<file path="src/rtl/dmareg_pkg.sv">
package dmareg_pkg;
    typedef enum logic [1:0] {
        SZ_BYTE = 2'd0,
        SZ_HALF = 2'd1,
        SZ_WORD = 2'd2,
        SZ_BAD  = 2'd3
    } acc_size_e;

    typedef enum logic {
        CH_IDLE = 1'b0,
        CH_RUN  = 1'b1
    } ch_state_e;

    localparam int OFS_CMD = 0;
    localparam int OFS_STS = 2;
    localparam int OFS_PTR = 4;

    localparam int CMD_RUN_BIT = 0;
    localparam int CMD_DIR_BIT = 3;

    localparam int STS_ACT_BIT  = 0;
    localparam int STS_ERR_BIT  = 1;
    localparam int STS_IRQ_BIT  = 2;
    localparam int STS_CAP0_BIT = 5;
    localparam int STS_CAP1_BIT = 6;
endpackage

</file>
<file path="src/rtl/dmareg_decode.sv">
module dmareg_decode
    import dmareg_pkg::*;
#(
    parameter int ADDR_W = 3
) (
    input  logic              acc_valid,
    input  logic              acc_write,
    input  logic [ADDR_W-1:0] acc_addr,
    input  logic [1:0]        acc_size,
    output logic              cmd_wr,
    output logic              sts_wr,
    output logic              ptr_wr,
    output logic              bad_wr
);
    logic any_wr;

    always_comb begin
        any_wr = acc_valid && acc_write;
        cmd_wr = any_wr && (acc_addr == ADDR_W'(OFS_CMD)) && (acc_size == SZ_BYTE);
        sts_wr = any_wr && (acc_addr == ADDR_W'(OFS_STS)) && (acc_size == SZ_BYTE);
        ptr_wr = any_wr && (acc_addr == ADDR_W'(OFS_PTR)) && (acc_size == SZ_WORD);
        bad_wr = any_wr && !(cmd_wr || sts_wr || ptr_wr);
    end
endmodule

</file>
<file path="src/rtl/dmareg_ctrl.sv">
module dmareg_ctrl
    import dmareg_pkg::*;
(
    input  logic clk,
    input  logic rst_n,
    input  logic cmd_wr,
    input  logic cmd_run,
    input  logic cmd_dir,
    input  logic dev_present,
    input  logic dev_done,
    output logic run,
    output logic dir,
    output logic start_pulse,
    output logic abort_pulse,
    output logic nodev_err
);
    ch_state_e state_q, state_d;
    logic      launch_try;

    always_comb begin
        launch_try = cmd_wr && cmd_run && !dev_done;
        state_d    = state_q;
        unique case (state_q)
            CH_IDLE: if (launch_try && dev_present) state_d = CH_RUN;
            CH_RUN:  if (dev_done || (cmd_wr && !cmd_run)) state_d = CH_IDLE;
            default: state_d = CH_IDLE;
        endcase
        nodev_err = (state_q == CH_IDLE) && launch_try && !dev_present;
    end

    always_ff @(posedge clk or negedge rst_n) begin
        if (!rst_n) state_q <= CH_IDLE;
        else        state_q <= state_d;
    end

    always_ff @(posedge clk or negedge rst_n) begin
        if (!rst_n) begin
            start_pulse <= 1'b0;
            abort_pulse <= 1'b0;
            dir         <= 1'b0;
        end else begin
            start_pulse <= (state_q == CH_IDLE) && (state_d == CH_RUN);
            abort_pulse <= (state_q == CH_RUN) && (state_d == CH_IDLE) && !dev_done;
            if (cmd_wr && (state_q == CH_IDLE)) dir <= cmd_dir;
        end
    end

    assign run = (state_q == CH_RUN);

    p_start_enters_run_r2: assert property (@(posedge clk) disable iff (!rst_n)
        start_pulse |-> run);
    p_start_has_device_r10: assert property (@(posedge clk) disable iff (!rst_n)
        start_pulse |-> $past(dev_present));
    p_abort_leaves_run_r3: assert property (@(posedge clk) disable iff (!rst_n)
        abort_pulse |-> (!run && $past(run)));
    p_dir_locked_r4: assert property (@(posedge clk) disable iff (!rst_n)
        $past(run) |-> $stable(dir));
    p_done_stops_r9: assert property (@(posedge clk) disable iff (!rst_n)
        dev_done |=> (!run && !abort_pulse));
endmodule

</file>
<file path="src/rtl/dmareg_status.sv">
module dmareg_status
    import dmareg_pkg::*;
(
    input  logic       clk,
    input  logic       rst_n,
    input  logic       sts_wr,
    input  logic       clr_err,
    input  logic       clr_irq,
    input  logic [1:0] cap_in,
    input  logic       nodev_err,
    input  logic       dev_done,
    input  logic       active,
    output logic [7:0] status,
    output logic       irq
);
    logic       err_q, irq_q;
    logic [1:0] cap_q;

    always_ff @(posedge clk or negedge rst_n) begin
        if (!rst_n) begin
            err_q <= 1'b0;
            irq_q <= 1'b0;
            cap_q <= 2'b11;
        end else begin
            if (nodev_err)                err_q <= 1'b1;
            else if (sts_wr && clr_err)   err_q <= 1'b0;
            if (dev_done)                 irq_q <= 1'b1;
            else if (sts_wr && clr_irq)   irq_q <= 1'b0;
            if (sts_wr)                   cap_q <= cap_in;
        end
    end

    always_comb begin
        status               = 8'h00;
        status[STS_ACT_BIT]  = active;
        status[STS_ERR_BIT]  = err_q;
        status[STS_IRQ_BIT]  = irq_q;
        status[STS_CAP0_BIT] = cap_q[0];
        status[STS_CAP1_BIT] = cap_q[1];
    end

    assign irq = irq_q;

    p_irq_rise_from_done_r9: assert property (@(posedge clk) disable iff (!rst_n)
        $rose(irq_q) |-> $past(dev_done));
    p_w1c_zero_keeps_r6: assert property (@(posedge clk) disable iff (!rst_n)
        (sts_wr && !clr_irq && irq_q) |=> irq_q);
    p_err_rise_from_nodev_r10: assert property (@(posedge clk) disable iff (!rst_n)
        $rose(err_q) |-> $past(nodev_err));
endmodule

</file>
<file path="src/rtl/dma_chan_regs.sv">
module dma_chan_regs
    import dmareg_pkg::*;
#(
    parameter int ADDR_W = 3,
    parameter int DATA_W = 32
) (
    input  logic              clk,
    input  logic              rst_n,
    input  logic              acc_valid,
    input  logic              acc_write,
    input  logic [ADDR_W-1:0] acc_addr,
    input  logic [1:0]        acc_size,
    input  logic [DATA_W-1:0] wr_data,
    output logic [DATA_W-1:0] rd_data,
    output logic              acc_err,
    input  logic              dev_present,
    input  logic              dev_done,
    output logic              start_pulse,
    output logic [DATA_W-1:0] start_ptr,
    output logic              abort_pulse,
    output logic              irq_pending
);
    localparam logic [DATA_W-1:0] ALIGN_MASK = DATA_W'(3);

    logic              cmd_wr, sts_wr, ptr_wr, bad_wr;
    logic              run, dir, nodev_err;
    logic [7:0]        cmd_byte, sts_byte;
    logic [DATA_W-1:0] ptr_q;

    dmareg_decode #(.ADDR_W(ADDR_W)) u_decode (
        .acc_valid (acc_valid),
        .acc_write (acc_write),
        .acc_addr  (acc_addr),
        .acc_size  (acc_size),
        .cmd_wr    (cmd_wr),
        .sts_wr    (sts_wr),
        .ptr_wr    (ptr_wr),
        .bad_wr    (bad_wr)
    );

    dmareg_ctrl u_ctrl (
        .clk         (clk),
        .rst_n       (rst_n),
        .cmd_wr      (cmd_wr),
        .cmd_run     (wr_data[CMD_RUN_BIT]),
        .cmd_dir     (wr_data[CMD_DIR_BIT]),
        .dev_present (dev_present),
        .dev_done    (dev_done),
        .run         (run),
        .dir         (dir),
        .start_pulse (start_pulse),
        .abort_pulse (abort_pulse),
        .nodev_err   (nodev_err)
    );

    dmareg_status u_status (
        .clk       (clk),
        .rst_n     (rst_n),
        .sts_wr    (sts_wr),
        .clr_err   (wr_data[STS_ERR_BIT]),
        .clr_irq   (wr_data[STS_IRQ_BIT]),
        .cap_in    ({wr_data[STS_CAP1_BIT], wr_data[STS_CAP0_BIT]}),
        .nodev_err (nodev_err),
        .dev_done  (dev_done),
        .active    (run),
        .status    (sts_byte),
        .irq       (irq_pending)
    );

    always_ff @(posedge clk or negedge rst_n) begin
        if (!rst_n) begin
            ptr_q   <= '0;
            acc_err <= 1'b0;
        end else begin
            if (ptr_wr) ptr_q <= wr_data & ~ALIGN_MASK;
            acc_err <= bad_wr;
        end
    end

    always_comb begin
        cmd_byte              = 8'h00;
        cmd_byte[CMD_RUN_BIT] = run;
        cmd_byte[CMD_DIR_BIT] = dir;
        rd_data               = '0;
        if (acc_addr == ADDR_W'(OFS_CMD))      rd_data[7:0] = cmd_byte;
        else if (acc_addr == ADDR_W'(OFS_STS)) rd_data[7:0] = sts_byte;
        else if (acc_addr == ADDR_W'(OFS_PTR)) rd_data      = ptr_q;
    end

    assign start_ptr = ptr_q;

    p_err_from_write_r8: assert property (@(posedge clk) disable iff (!rst_n)
        acc_err |-> $past(acc_valid && acc_write));
    p_ptr_needs_word_r8: assert property (@(posedge clk) disable iff (!rst_n)
        (acc_valid && acc_write && acc_size != SZ_WORD) |=> $stable(ptr_q));
    p_ptr_low_bits_r7: assert property (@(posedge clk) disable iff (!rst_n)
        $past(ptr_wr) |-> (ptr_q[1:0] == 2'b00));
endmodule

</file>
<file path="config.mk">
export PLATFORM = sky130hd
export DESIGN_NAME = dma_chan_regs
export DESIGN_NICKNAME = d
export VERILOG_FILES = /design/src/rtl/dmareg_pkg.sv /design/src/rtl/dmareg_decode.sv /design/src/rtl/dmareg_ctrl.sv /design/src/rtl/dmareg_status.sv /design/src/rtl/dma_chan_regs.sv
export SDC_FILE = /design/constraint.sdc
export NUM_CORES = 1
export LEC_CHECK = 0
export ABC_AREA = 1
export BUFFER_PORTS_ARGS = -buffer_cell sky130_fd_sc_hd__buf_2
export CAP_MARGIN = 10
export CORE_MARGIN = 2
export CORE_UTILIZATION = 43
export DETAILED_ROUTE_END_ITERATION = 10
export PLACE_DENSITY = 0.77
export REMOVE_ABC_BUFFERS = 1
export SETUP_SLACK_MARGIN = 0.4
export SYNTH_ARGS = -nofsm -noshare
export SYNTH_HDL_FRONTEND = slang
export SYNTH_SLANG_ARGS = --single-unit
export TNS_END_PERCENT = 50
</file>
<file path="constraint.sdc">
create_clock -name clk -period 1.3 [get_ports clk]
set_input_delay 0.26 -clock clk [delete_from_list [all_inputs] [get_ports clk]]
set_output_delay 0.26 -clock clk [all_outputs]
set_load 0.03 [all_outputs]
</file>
; Yosys cells after proc, flatten, opt, wreduce, memory -nomap -nowiden
; Cells that the tools add are included.
; Widths: inputs -> output; s select.
[word_totals]
reg_bits = 39
in_bits = 43
output_inout_bits = 68
[op_classes]
eq_ne = 3
muxes = 12
bitwise = 2
n_reduce_logical = 31
[op_table]
columns = operator, n
row1 = $mux 24, 2
row2 = $mux 32, 1
row3 = $logic_and 1x1->1, 20
row4 = $mux 8, 2
row5 = $mux 1, 6
row6 = $logic_not 1->1, 4
row7 = $reduce_bool 2->1, 2
row8 = $eq 3x2->1 const B, 1
row9 = $eq 3x3->1 const B, 1
row10 = $logic_not 3->1, 1
row11 = $logic_or 1x1->1, 3
row12 = $eq 2x2->1 const B, 1
row13 = $logic_not 2->1, 1
row14 = $not 1->1, 2
row15 = $pmux 1 s2, 1

; Depth between registers and ports, before layout
; Gate-level depths: netlist of the first run.
[logic_depth]
ltp_word = 11
depth_mapped = 7
ltp_nobuf = 7

; Hierarchy
; Synthesis of the first run repeated with hierarchy kept, for this count alone.
[unflattened]
cells_unflattened = 248
area_unflattened_um2 = 2024.4
[modules_own_cells]
columns = module, instances, cells_per_inst, area_each_um2, seq_area_each_um2
row1 = dma_chan_regs, 1, 181, 1531.5, 775.7
row2 = dmareg_status, 1, 25, 206.4, 102.6
row3 = dmareg_ctrl, 1, 21, 187.7, 100.1
row4 = dmareg_decode, 1, 21, 98.8, 0.0

; Worst setup path after synthesis of the first run
; No wires, ideal clock.
[synth_timing]
path_kind = input -> output
from = input port acc_addr[0]
to = output port rd_data[11]
arrival_ns = 1.258
required_ns = 1.040
path_slack_ns = -0.218
path_stages = 4
path_buffers = 1
path_cell_list = nor3_4 -> inv_2 -> clkbuf_1 -> nor2_1
[synth_via]
elab_chain_cells = 4
word_cells_on_any_way = 6
cone_classes = eq/ne: 2 / mux: 3 / reduce/logical: 1
[synth_lines]
columns = item, line
row1 = from (decl), dma_chan_regs.sv:11  ; input logic [ADDR_W-1:0] acc_addr,
row2 = $eq 3x3->1, dma_chan_regs.sv:87  ; else if (acc_addr == ADDR_W'(OFS_PTR)) rd_data = ptr_q;
row3 = $mux 32, dma_chan_regs.sv:87
row4 = $mux 24, dma_chan_regs.sv:86  ; else if (acc_addr == ADDR_W'(OFS_STS)) rd_data[7:0] = sts_byte;
row5 = $mux 24 (*), dma_chan_regs.sv:85  ; if (acc_addr == ADDR_W'(OFS_CMD)) rd_data[7:0] = cmd_byte;
row6 = to (decl), dma_chan_regs.sv:14  ; output logic [DATA_W-1:0] rd_data,
; Every way passes the cells marked *; elsewhere a longest branch is shown, timed or not.

; Worst setup path after layout of the first run
[layout_timing]
from = input port acc_addr[0]
to = output port rd_data[3]
[layout_via]
elab_chain_cells = 4
word_cells_on_any_way = 6
cone_classes = eq/ne: 2 / mux: 3 / reduce/logical: 1
[layout_lines]
columns = item, line
row1 = $eq 3x3->1, dma_chan_regs.sv:87
row2 = $mux 32, dma_chan_regs.sv:87
row3 = $mux 8, dma_chan_regs.sv:86
row4 = $mux 8 (*), dma_chan_regs.sv:85
; Marks and branches as above.

==> metrics.md, run 1 <==
| Metric | Value |
|---|---|
| Crit path launch type | `primary input` |
| Fin. Hold Viols | `0` |
| Initial DRC count | `70` |
| Worst skew pair latency | `about 0.28 ns` |
| Final setup margin | `-0.0895 ns` |
| Pleak | `approximately 1.8 nW` |
| CP Capture Point | `rd_data[3]` |
| Pin count of the biggest net entering global routing | `22` |
| Synth area leader | `dfrtp_1` |
| Worst EP required | `1.04 ns` |
| Crit path kind | `in -> out` |
| Final setup viols | `31` |
| Die H | `a little over 70 µm` |
| Final Power | `3.62 mW` |
| Pre-Repair DR Iteration Count | `4` |
| Sequential area share after synthesis | `0.513` |
| GP Congestion | `0.745` |
| Per-cell routed wire length | `13.8 µm` |
| Largest cells by area after synthesis | `dfrtp_1 49%, nand2_1 18%, inv_1 8.5%` |
| DRC Markers | `0` |
| Maximum root-to-sink buffer count | `2` |
| HP Class | `in -> reg` |
| Max Clock Skew | `about 0.00026 ns` |
| Initial Utilization | `0.441` |
| CTS sink count | `39` |
| PD cells | `1080 nW/µm²` |
| Die Width | `70.6 µm` |
| R2r endpoint | `u_ctrl.run` |
| Failing checks | `setup timing` |
| Max VDD drop | `approximately 0.63 mV` |
| Die Area | `4980 µm²` |
| Htree depth | `2` |
| Vias | `approximately 2100` |
| Cells after Synth | `261` |
| Leading cell type in the layout, fill and taps excluded | `nand2_1` |
| Fmax | `720 MHz` |
| Row cnt | `24` |
| # diodes | `0` |
| Final period util | `1.07` |
| WHS | `0.202 ns` |
| Total Neg Setup Slack | `-1.65 ns` |
| Total Routed Length | `6040 µm` |
| Maxcap violations | `0` |
| Clock slew at reported path FFs | `~0.07 ns` |
| Status | `complete, but fails checks` |
| CP startpoint | `acc_addr[0]` |
| Initial antenna violation count | `0` |
| Crit end category | `output pin` |
| Commonest cells after routing, fill and taps aside | `90 x nand2_1, 65 x buf_6, 41 x inv_1, 41 x buf_2, 37 x dfrtp_1` |
| First-pass GRT wire length | `around 9000 µm` |
| Core area | `around 4300 µm²` |
| Yosys warns | `0` |
| Pre-CTS setup slack | `-0.149 ns` |
| IO Port Bufs | `between 100 and 150` |
| Layout Nets | `429` |
| Distinct cells, synth | `18` |
| Clk root buf | `clkbuf_8` |
| Max Slew Vio Count | `0` |
| Num CTS Buffers | `5` |
| Post-layout minimum cycle time | `1.39 ns` |
| Final HPWL DP | `3470 µm` |
| Syn Area/Cell | `between 7 and 8 µm²` |
| Post-synthesis cell area | `1910 µm²` |
| Fillers | `a little over 300` |
| Layout cells sized above 1 | `0.444` |
| Crit path arrival time | `1.13 ns` |
| Vias/cell | `~4.8` |
| RSZ-0062 raised after global routing | `yes` |
| CTS tree | `done` |
| CP max FO | `7` |
| All-layer global routing usage | `0.235` |
| Total gr overflow | `0` |
| Layout area overhead | `76.6%` |
| Antenna viol nets, final | `0` |
| Worst reg2reg path depth | `4` |
| Vias in the first global route | `1992` |
| Synth top area share | `0.486` |
| Reg2Reg Setup Slack | `0.53 ns` |
| Worst reg2reg startpoint | `u_ctrl.run` |
| Synth Register Bits | `39` |
| IO Count | `111` |
[flip-flops by register name, summed over array words and instances, names as in the netlist]
name,cells
start_ptr,30
u_status.cap_q,2
acc_err,1
u_ctrl.abort_pulse,1
u_ctrl.dir,1
u_ctrl.run,1
u_ctrl.start_pulse,1
u_status.err_q,1
u_status.irq,1
[logic make-up after synthesis]
family	count (synthesis)	share of synthesized area
flops	39	0.513
buf+inv	57	0.125
compound gates	4	0.0105
other cells	1	0.00197
simple gates	160	0.350
[where the power goes]
| group | internal [mW] | switching, mW |
|---|---|---|
| clock network | 0.621 | 0.392 |
| registers | 1.36 | 0.133 |
| logic | 0.454 | 0.666 |
[per-layer routing]
metal | track usage | vias up | wire (µm)
met3 | 0.0385 | 11 | 317
met2 | 0.428 | 89 | 3260
li1 | - | 1020 | -
met5 | 0 | - | 0
met4 | 0.0713 | 0 | 102
met1 | 0.289 | 987 | 2360
[synthesized netlist by cell type]
cell type / count
inv_2: 1
nand4_1: 3
nor3_1: 1
nand2_1: 90
dfrtp_1: 37
inv_1: 43
nand3_1: 29
nand2_2: 1
nor3_2: 1
buf_4: 4
o21ai_1: 1
dfstp_2: 2
o21ai_0: 3
nor2_1: 34
buf_2: 7
nor3_4: 1
conb_1: 1
clkbuf_1: 2
[worst min-delay path by stage]
stage | slack [ns] | startpoint | depth (start not counted) | end
global route | 0.20 | wr_data[14] | 3 | start_ptr[14]
CTS | 0.20 | wr_data[30] | 3 | start_ptr[30]
floorplan | -0.04 | rst_n | 0 | acc_err
detailed placement | 0.27 | rst_n | 2 | u_status.irq
finish | 0.20 | wr_data[30] | 3 | start_ptr[30]
global placement | 0.26 | rst_n | 2 | start_ptr[6]
[metrics by stage]
stage,cells,cell area (µm²),util
2_1_floorplan,249,1840,-
3_3_place_gp,421,2550,0.590
3_5_place_dp,421,2550,0.590
4_1_cts,435,3250,0.751
5_1_grt,439,3370,0.779
6_report,439,3370,0.779
[layout make-up]
class,count,area [µm²],share of cell area
sequential,39,978,0.291
timing repair inverter,2,22.5,0.00669
timing repair buffer,128,1120,0.332
clock inverter,2,35.0,0.0104
tap,52,65.1,0.0193
inverter,44,178,0.0528
clock buffer,6,82.6,0.0245
multi-input combinational,166,888,0.264
[critical path, stage by stage]
cell	delay (ns)
buf_6	0.10
nor3_4	0.25
buf_4	0.20
nand2_1	0.06
nand2_1	0.06
buf_2	0.19
[timing repair]
item / in CTS / in global routing
setup buffers: 3 / 4
resized for setup: 169 / 30
hold endpoints to repair: 37 / 0
hold buffers: 1 / 0
pin swaps: 6 / 0
gates cloned: 2 / 0
endpoints found under the setup margin: 99 / 104
Note: power is estimated with default switching activity, not from simulation.
==> run 2: changes to the inputs <==
--- a/config.mk
+++ b/config.mk
@@ -5,13 +5,12 @@
 export SDC_FILE = /design/constraint.sdc
 export NUM_CORES = 1
 export LEC_CHECK = 0
-export ABC_AREA = 1
 export BUFFER_PORTS_ARGS = -buffer_cell sky130_fd_sc_hd__buf_2
 export CAP_MARGIN = 10
 export CORE_MARGIN = 2
-export CORE_UTILIZATION = 43
+export CORE_UTILIZATION = 44
 export DETAILED_ROUTE_END_ITERATION = 10
-export PLACE_DENSITY = 0.77
+export PLACE_DENSITY = 0.78
 export REMOVE_ABC_BUFFERS = 1
 export SETUP_SLACK_MARGIN = 0.4
 export SYNTH_ARGS = -nofsm -noshare
==> run 2 against run 1 <==
Compared with the run above:
- the run still ends with setup timing left
- critical path type is now reg -> out
- sequential power hardly changed
- cell area is 1.9% lower
- combinational power is 4% lower
- setup slack worse by 0.023 ns
- clock skew is 0.0036 ns higher
==> metrics.md, run 2 <==
| Metric | Value |
|---|---|
| Row cnt | `24 (unchanged)` |
| Distinct cells, synth | `34 (+16)` |
| Psw | `1.09 mW (-8.2%)` |
| Worst reg2reg startpoint | `u_ctrl.run` |
| Synth Register Bits | `39 (unchanged)` |
| Leading cell type in the layout, fill and taps excluded | `buf_6` |
| Crit path launch type | `flop` |
| Comb pwr share | `0.308 (about the same)` |
| Layout area overhead | `67.4%` |
| Crit end category | `output pin` |
| Max reg flops | `30 (unchanged)` |
| Share of power burned in registers | `0.432 (+0.021)` |
| # diodes | `0 (unchanged)` |
| Commonest cells after routing, fill and taps aside | `48 x buf_6, 42 x buf_2, 36 x dfrtp_1` |
| Crit path largest cell delay | `0.54 ns (+0.29 ns)` |
| Post-layout minimum cycle time | `1.41 ns (+0.0226 ns)` |
| Max Clock Skew | `0.00383 ns (+0.00357 ns)` |
| Synth area leader | `dfrtp_1` |
| Pin count of the biggest net entering global routing | `40 (+82%)` |
| Fillers | `265 (-13%)` |
| Final period util | `1.09 (+0.0174)` |
| Max VDD drop | `0.532 mV (-16%)` |
| Vias/cell | `5.01 (+4.4%)` |
| P_int | `2.38 mW (-2.2%)` |
| Layout Nets | `317 (-26%)` |
| Htree depth | `2 (unchanged)` |
| Maxcap violations | `0 (unchanged)` |
| Final setup margin | `-0.112 ns (-0.0226 ns)` |
| Per-cell routed wire length | `17.1 µm (+24%)` |
| Total Neg Setup Slack | `-2.75 ns (-1.10 ns)` |
| Worst skew pair latency | `0.28 ns (about the same)` |
| Total Routed Length | `5580 µm (-7.6%)` |
| Worst-path cell chain | `a22oi_2 -> nor2_1 -> buf_4` |
| Total gr overflow | `0 (unchanged)` |
| Fin cells | `327 (-26%)` |
| Pleak | `1.69 nW (-5.5%)` |
| Die Width | `70.9 µm (+0.50%)` |
| RSZ-0062 raised after global routing | `yes` |
| Post-synth EDFFs | `0 (unchanged)` |
| Crit path kind | `reg -> out` |
| First-pass GRT wire length | `8880 µm (-3.8%)` |
| PD cells | `1050 nW/µm² (-2.3%)` |
| Sequential area share after synthesis | `0.496 (-0.0169)` |
| Initial antenna violation count | `0 (unchanged)` |
| Failing checks | `setup timing` |
| Clock slew at reported path FFs | `0.08 ns (about the same)` |
| CTS tree | `done` |
| Core area | `4320 µm² (unchanged)` |
| CP startpoint | `u_status.cap_q[1]` |
| CTS sink count | `39 (unchanged)` |
| Main synth FF type | `dfrtp_1` |
| Synth cell count leaders | `37 x dfrtp_1, 29 x mux2_4, 27 x and2_1` |
| CP Capture Point | `rd_data[6]` |
| All-layer global routing usage | `0.228 (-0.00732)` |
| Final setup viols | `61 (+97%)` |
| Synth top area share | `0.470 (-0.0160)` |
| Power share of the clock group | `0.259 (-0.021)` |
| Syn Area/Cell | `13.6 µm² (+86%)` |
| Post-route cell area | `3300 µm² (-1.9%)` |
| Yosys warns | `0 (unchanged)` |
| Vias in the first global route | `1680 (-16%)` |
| IO Count | `111 (unchanged)` |
| Most frequent cell after synthesis | `dfrtp_1` |
| Async SR Flop Fraction | `1.00 (unchanged)` |
| Antenna viol nets, final | `0 (unchanged)` |
| Critical Path Slowest Stage Cell | `dfstp_2` |
| HP Class | `in -> reg` |
| Pre-Repair DR Iteration Count | `4 (unchanged)` |
| Post-synthesis cell area | `1970 µm² (+3.4%)` |
| Fin. Hold Viols | `0 (unchanged)` |
| Reg2Reg Setup Slack | `0.20 ns (-0.33 ns)` |
| Die H | `70.9 µm (+0.50%)` |
| Initial DRC count | `80 (+14%)` |
| Status | `complete, but fails checks` |
| Clk root buf | `clkbuf_8` |
| Vias | `1639 (-22%)` |
| Fmax | `708 MHz (-1.6%)` |
| Num CTS Buffers | `5 (unchanged)` |
| Crit path arrival time | `1.15 ns (+0.02 ns)` |
| Worst reg2reg path depth | `4 (unchanged)` |
| Worst EP required | `1.04 ns (about the same)` |
| Hold_sp | `wr_data[4]` |
| Maximum root-to-sink buffer count | `2 (unchanged)` |
| Cells after Synth | `145 (-44%)` |
| CP max FO | `2 (-5)` |
| Final HPWL DP | `3250 µm (-6.4%)` |
| DP Cell Count | `306 (-27%)` |
| DRC Markers | `0 (unchanged)` |
| R2r endpoint | `u_status.err_q` |
| Max Slew Vio Count | `0 (unchanged)` |
| Initial Utilization | `0.456 (+0.0150)` |
| Largest cells by area after synthesis | `dfrtp_1 47%, mux2_4 22%, and2_1 8.6%` |
| Die Area | `5030 µm² (+1.0%)` |
| Sw frac | `0.315 (-0.0139)` |
| GP Congestion | `0.776 (+4.2%)` |
| Post-DP Area | `2590 µm² (+1.6%)` |
| IO Port Bufs | `108 (unchanged)` |
| Layout cells sized above 1 | `0.756 (+0.312)` |
## run 2: power groups by stage
stage          clock network [mW]  logic (mW)  registers, mW
2_1_floorplan                   0       0.307           1.72
3_3_place_gp                    0       0.862           1.48
3_5_place_dp                    0       0.874           1.49
4_1_cts                     0.916        1.06           1.49
5_1_grt                     0.979        1.12           1.52
6_report                    0.900        1.07           1.50
## run 2: cells by family after synthesis
kind of cell | after synthesis | synth area share
muxes | 34 | 0.249
other | 1 | 0.00190
and+or+nand+nor | 50 | 0.162
buffers and inverters | 13 | 0.0596
DFF | 39 | 0.496
AOI/OAI and AO/OA | 8 | 0.0317
## run 2: timing repair
action / CTS / global route
hold buffers: 1 / 0
gates resized for setup: 147 / 8
setup endpoints to repair: 105 / 105
pin swaps: 25 / 5
gates cloned: 5 / 0
buffers inserted: 5 / 2
hold endpoints to repair: 37 / 0
## run 2: metal layers
layer  track usage  vias up  share of wire
met1         0.294      782           0.42
met2         0.387      100           0.49
met3        0.0613        6          0.084
met5             0        -              0
li1              -      751              -
met4        0.0503        0         0.0075
## run 2: worst min-delay path by stage
| stage | to | slack, ns | depth (start not counted) |
|---|---|---|---|
| floorplan | acc_err | -0.04 | 0 |
| global placement | start_ptr[30] | 0.24 | 2 |
| detailed placement | start_ptr[13] | 0.24 | 2 |
| CTS | start_ptr[30] | 0.19 | 2 |
| global route | start_ptr[4] | 0.19 | 2 |
| finish | start_ptr[4] | 0.20 | 2 |
## run 2: final cells by class
class	count	area, µm²	area share
sequential	39	980	0.297
clock buffer	7	96.3	0.0292
multi-input combinational	94	972	0.294
inverter	2	7.51	0.00227
tap	52	65.1	0.0197
clock inverter	1	7.51	0.00227
timing repair buffer	132	1170	0.355
## run 2: metrics by stage
step                      hold WS [ns]  power, mW  setup WS [ns]  utilization
after CTS                        0.192       3.46         -0.112        0.751
after global placement           0.238       2.35         -0.169        0.600
after detailed placement         0.245       2.36         -0.217        0.600
after global routing             0.188       3.62         -0.179        0.764
after floorplan                -0.0356       2.03          -1.24            -
final                            0.198       3.47         -0.112        0.764
## run 2: worst max-delay path: cells and delay by family (launching register included)
kind / cells / cell delay (ns)
buf+inv: 1 / 0.17
compound gates: 1 / 0.05
simple gates: 1 / 0.11
flops: 1 / 0.54
==> run 3: changes to the inputs <==
--- a/config.mk
+++ b/config.mk
@@ -5,12 +5,12 @@
 export SDC_FILE = /design/constraint.sdc
 export NUM_CORES = 1
 export LEC_CHECK = 0
-export BUFFER_PORTS_ARGS = -buffer_cell sky130_fd_sc_hd__buf_2
 export CAP_MARGIN = 10
 export CORE_MARGIN = 2
-export CORE_UTILIZATION = 44
+export CORE_UTILIZATION = 50
 export DETAILED_ROUTE_END_ITERATION = 10
-export PLACE_DENSITY = 0.78
+export DONT_BUFFER_PORTS = 1
+export PLACE_DENSITY = 0.63
 export REMOVE_ABC_BUFFERS = 1
 export SETUP_SLACK_MARGIN = 0.4
 export SYNTH_ARGS = -nofsm -noshare
==> run 3 against run 2 <==
Compared with the run above:
- die area is 11% lower
- critical path depth stayed put
- power is 0.51% higher
- via count is 7.5% lower
- cell count is 16% lower
- largest cell class is now multi-input gates
- first-iteration DRC count is 50% lower
- clock-buffer cell count is 1 higher
- clock power hardly changed
- the flow finishes with violations (hold timing, setup timing)
==> metrics.md, run 3 (synthesis results as in run 2) <==
| Metric | Value |
|---|---|
| Htree depth | `2 (unchanged)` |
| Fmax | `706 MHz (-0.27%)` |
| Post-layout minimum cycle time | `1.42 ns (+0.00385 ns)` |
| HP Class | `in -> async` |
| Share of power burned in registers | `0.433 (about the same)` |
| Row cnt | `22 (-8.3%)` |
| Final setup margin | `-0.116 ns (-0.00385 ns)` |
| Antenna viol nets, final | `0 (unchanged)` |
| Initial DRC count | `40 (-50%)` |
| Fillers | `183 (-31%)` |
| Crit path arrival time | `1.16 ns (about the same)` |
| Leading cell type in the layout, fill and taps excluded | `buf_6` |
| Final setup viols | `7 (-89%)` |
| Core area | `3720 µm² (-14%)` |
| Die Width | `66.8 µm (-5.8%)` |
| GP Congestion | `0.764 (-1.5%)` |
| Num CTS Buffers | `5 (unchanged)` |
| # diodes | `0 (unchanged)` |
| Total gr overflow | `0 (unchanged)` |
| Layout cells sized above 1 | `0.740 (-0.0163)` |
| Crit path kind | `reg -> out` |
| Die H | `66.8 µm (-5.8%)` |
| Comb pwr share | `0.309 (about the same)` |
| CTS tree | `done` |
| Fin cells | `275 (-16%)` |
| Initial antenna violation count | `0 (unchanged)` |
| Crit path launch type | `flop` |
| Total Routed Length | `6330 µm (+13%)` |
| Max reg flops | `30 (unchanged)` |
| IO Port Bufs | `0 (-100%)` |
| Clk root buf | `clkbuf_8` |
| Total Neg Setup Slack | `-0.286 ns (+2.47 ns)` |
| Worst-path cell chain | `a22oi_2 -> nor2_1 -> buf_4` |
| Max Slew Vio Count | `0 (unchanged)` |
| Vias in the first global route | `1562 (-7.0%)` |
| Final period util | `1.09 (+0.00296)` |
| Layout Nets | `269 (-15%)` |
| Worst skew pair latency | `0.29 ns (about the same)` |
| CP delay by family, top | `flip-flops` |
| Pleak | `1.52 nW (-10%)` |
| Maxcap violations | `0 (unchanged)` |
| Status | `complete, but fails checks` |
| Per-cell routed wire length | `23.0 µm (+35%)` |
| PD cells | `1110 nW/µm² (+5.6%)` |
| Power share of the clock group | `0.258 (about the same)` |
| Critical Path Slowest Stage Cell | `dfstp_2` |
| Pre-Repair DR Iteration Count | `4 (unchanged)` |
| Final HPWL DP | `3260 µm (+0.27%)` |
| WHS | `-0.345 ns (-0.543 ns)` |
| Max VDD drop | `0.594 mV (+12%)` |
| End-of-flow core utilization | `0.845 (+0.0819)` |
| CP max FO | `2 (unchanged)` |
| Initial Utilization | `0.531 (+0.0746)` |
| DP Cell Count | `251 (-18%)` |
| Sw frac | `0.310 (-0.00482)` |
| IO Count | `111 (unchanged)` |
| RSZ-0062 raised after global routing | `yes` |
| Fin. Hold Viols | `39 (+39)` |
| Pin count of the biggest net entering global routing | `40 (unchanged)` |
| All-layer global routing usage | `0.271 (+0.0428)` |
| P_int | `2.40 mW (+1.2%)` |
| Die Area | `4460 µm² (-11%)` |
| Crit path largest cell delay | `0.54 ns (about the same)` |
| Vias | `1516 (-7.5%)` |
| Vias/cell | `5.51 (+10%)` |
| Buffers and inverters on the worst path | `1 (unchanged)` |
| CTS sink count | `39 (unchanged)` |
| Layout area overhead | `59.3%` |
| Pre-CTS setup slack | `-0.0970 ns (+0.120 ns)` |
| Commonest cells after routing, fill and taps aside | `63 x buf_6, 34 x dfrtp_1, 31 x mux2_4` |
| Crit end category | `output pin` |
| Psw | `1.08 mW (-1.0%)` |
| Clock slew at reported path FFs | `0.07 ns (about the same)` |
| Max Clock Skew | `0.00497 ns (+0.00114 ns)` |
| DRC Markers | `0 (unchanged)` |
| Worst EP required | `1.04 ns (about the same)` |
| Maximum root-to-sink buffer count | `2 (unchanged)` |
| Failing checks | `hold timing, setup timing` |
| First-pass GRT wire length | `8650 µm (-2.6%)` |
-- run 3: cell count changes in the layout (fill, tap and decap cells not counted), moves of 2 or more --
cell,delta
dfrtp_1,-2
buf_2,-42
buf_6,+15
clkbuf_16,+3
buf_12,-2
buf_4,-19
nor3_1,-2
dfrtp_2,+2
-- run 3: final timing paths --
check                                  start                 to  slack (ns)  cells past startpoint
min in group clk                    dev_done         u_ctrl.run        0.04                      1
min                                    rst_n      start_ptr[27]       -0.35                      0
min reg2reg                       u_ctrl.dir         u_ctrl.dir        0.53                      1
max in group asynchronous              rst_n  u_status.cap_q[0]        1.47                      0
max reg2reg                       u_ctrl.run         u_ctrl.dir        0.17                      4
max                        u_status.cap_q[0]         rd_data[5]       -0.12                      3
-- run 3: power groups by stage --
stage | Combinational, mW | Sequential, mW | Clock (mW)
2_1_floorplan | 0.307 | 1.72 | 0
3_3_place_gp | 0.841 | 1.47 | 0
3_5_place_dp | 0.852 | 1.48 | 0
4_1_cts | 1.04 | 1.48 | 0.901
5_1_grt | 1.12 | 1.52 | 0.951
6_report | 1.08 | 1.51 | 0.900
-- run 3: layout make-up --
cell class	instances	area, µm²	share of cell area
flip-flops and latches	39	982	0.313
well taps	48	60.1	0.0191
repair buffers	84	972	0.309
clock buffers	8	100	0.0319
inverters	2	7.51	0.00239
multi-input cells	94	1020	0.325
-- run 3: through the flow --
| stage | power, mW | area (µm²) | hold slack, ns |
|---|---|---|---|
| floorplan | 2.03 | 1870 | -0.0356 |
| global route | 3.60 | 3140 | -0.356 |
| detailed placement | 2.33 | 2460 | -0.0348 |
| finish | 3.49 | 3140 | -0.345 |
| global placement | 2.31 | 2460 | -0.0347 |
| CTS | 3.42 | 3010 | -0.348 |
-- run 3: what timing repair did --
action	in CTS	in global routing
setup buffers	9	1
gates cloned	3	3
gates resized for setup	102	13
endpoints found under the hold margin	39	39
setup endpoints to repair	99	104
pin swaps	23	10
-- run 3: routing by layer --
| metal | GRT usage | vias to the layer above | wire length [µm] |
|---|---|---|---|
| li1 | - | 659 | - |
| met1 | 0.310 | 749 | 2350 |
| met2 | 0.485 | 93 | 3300 |
| met3 | 0.0743 | 15 | 542 |
| met4 | 0.0893 | 0 | 144 |
| met5 | 0 | - | 0 |
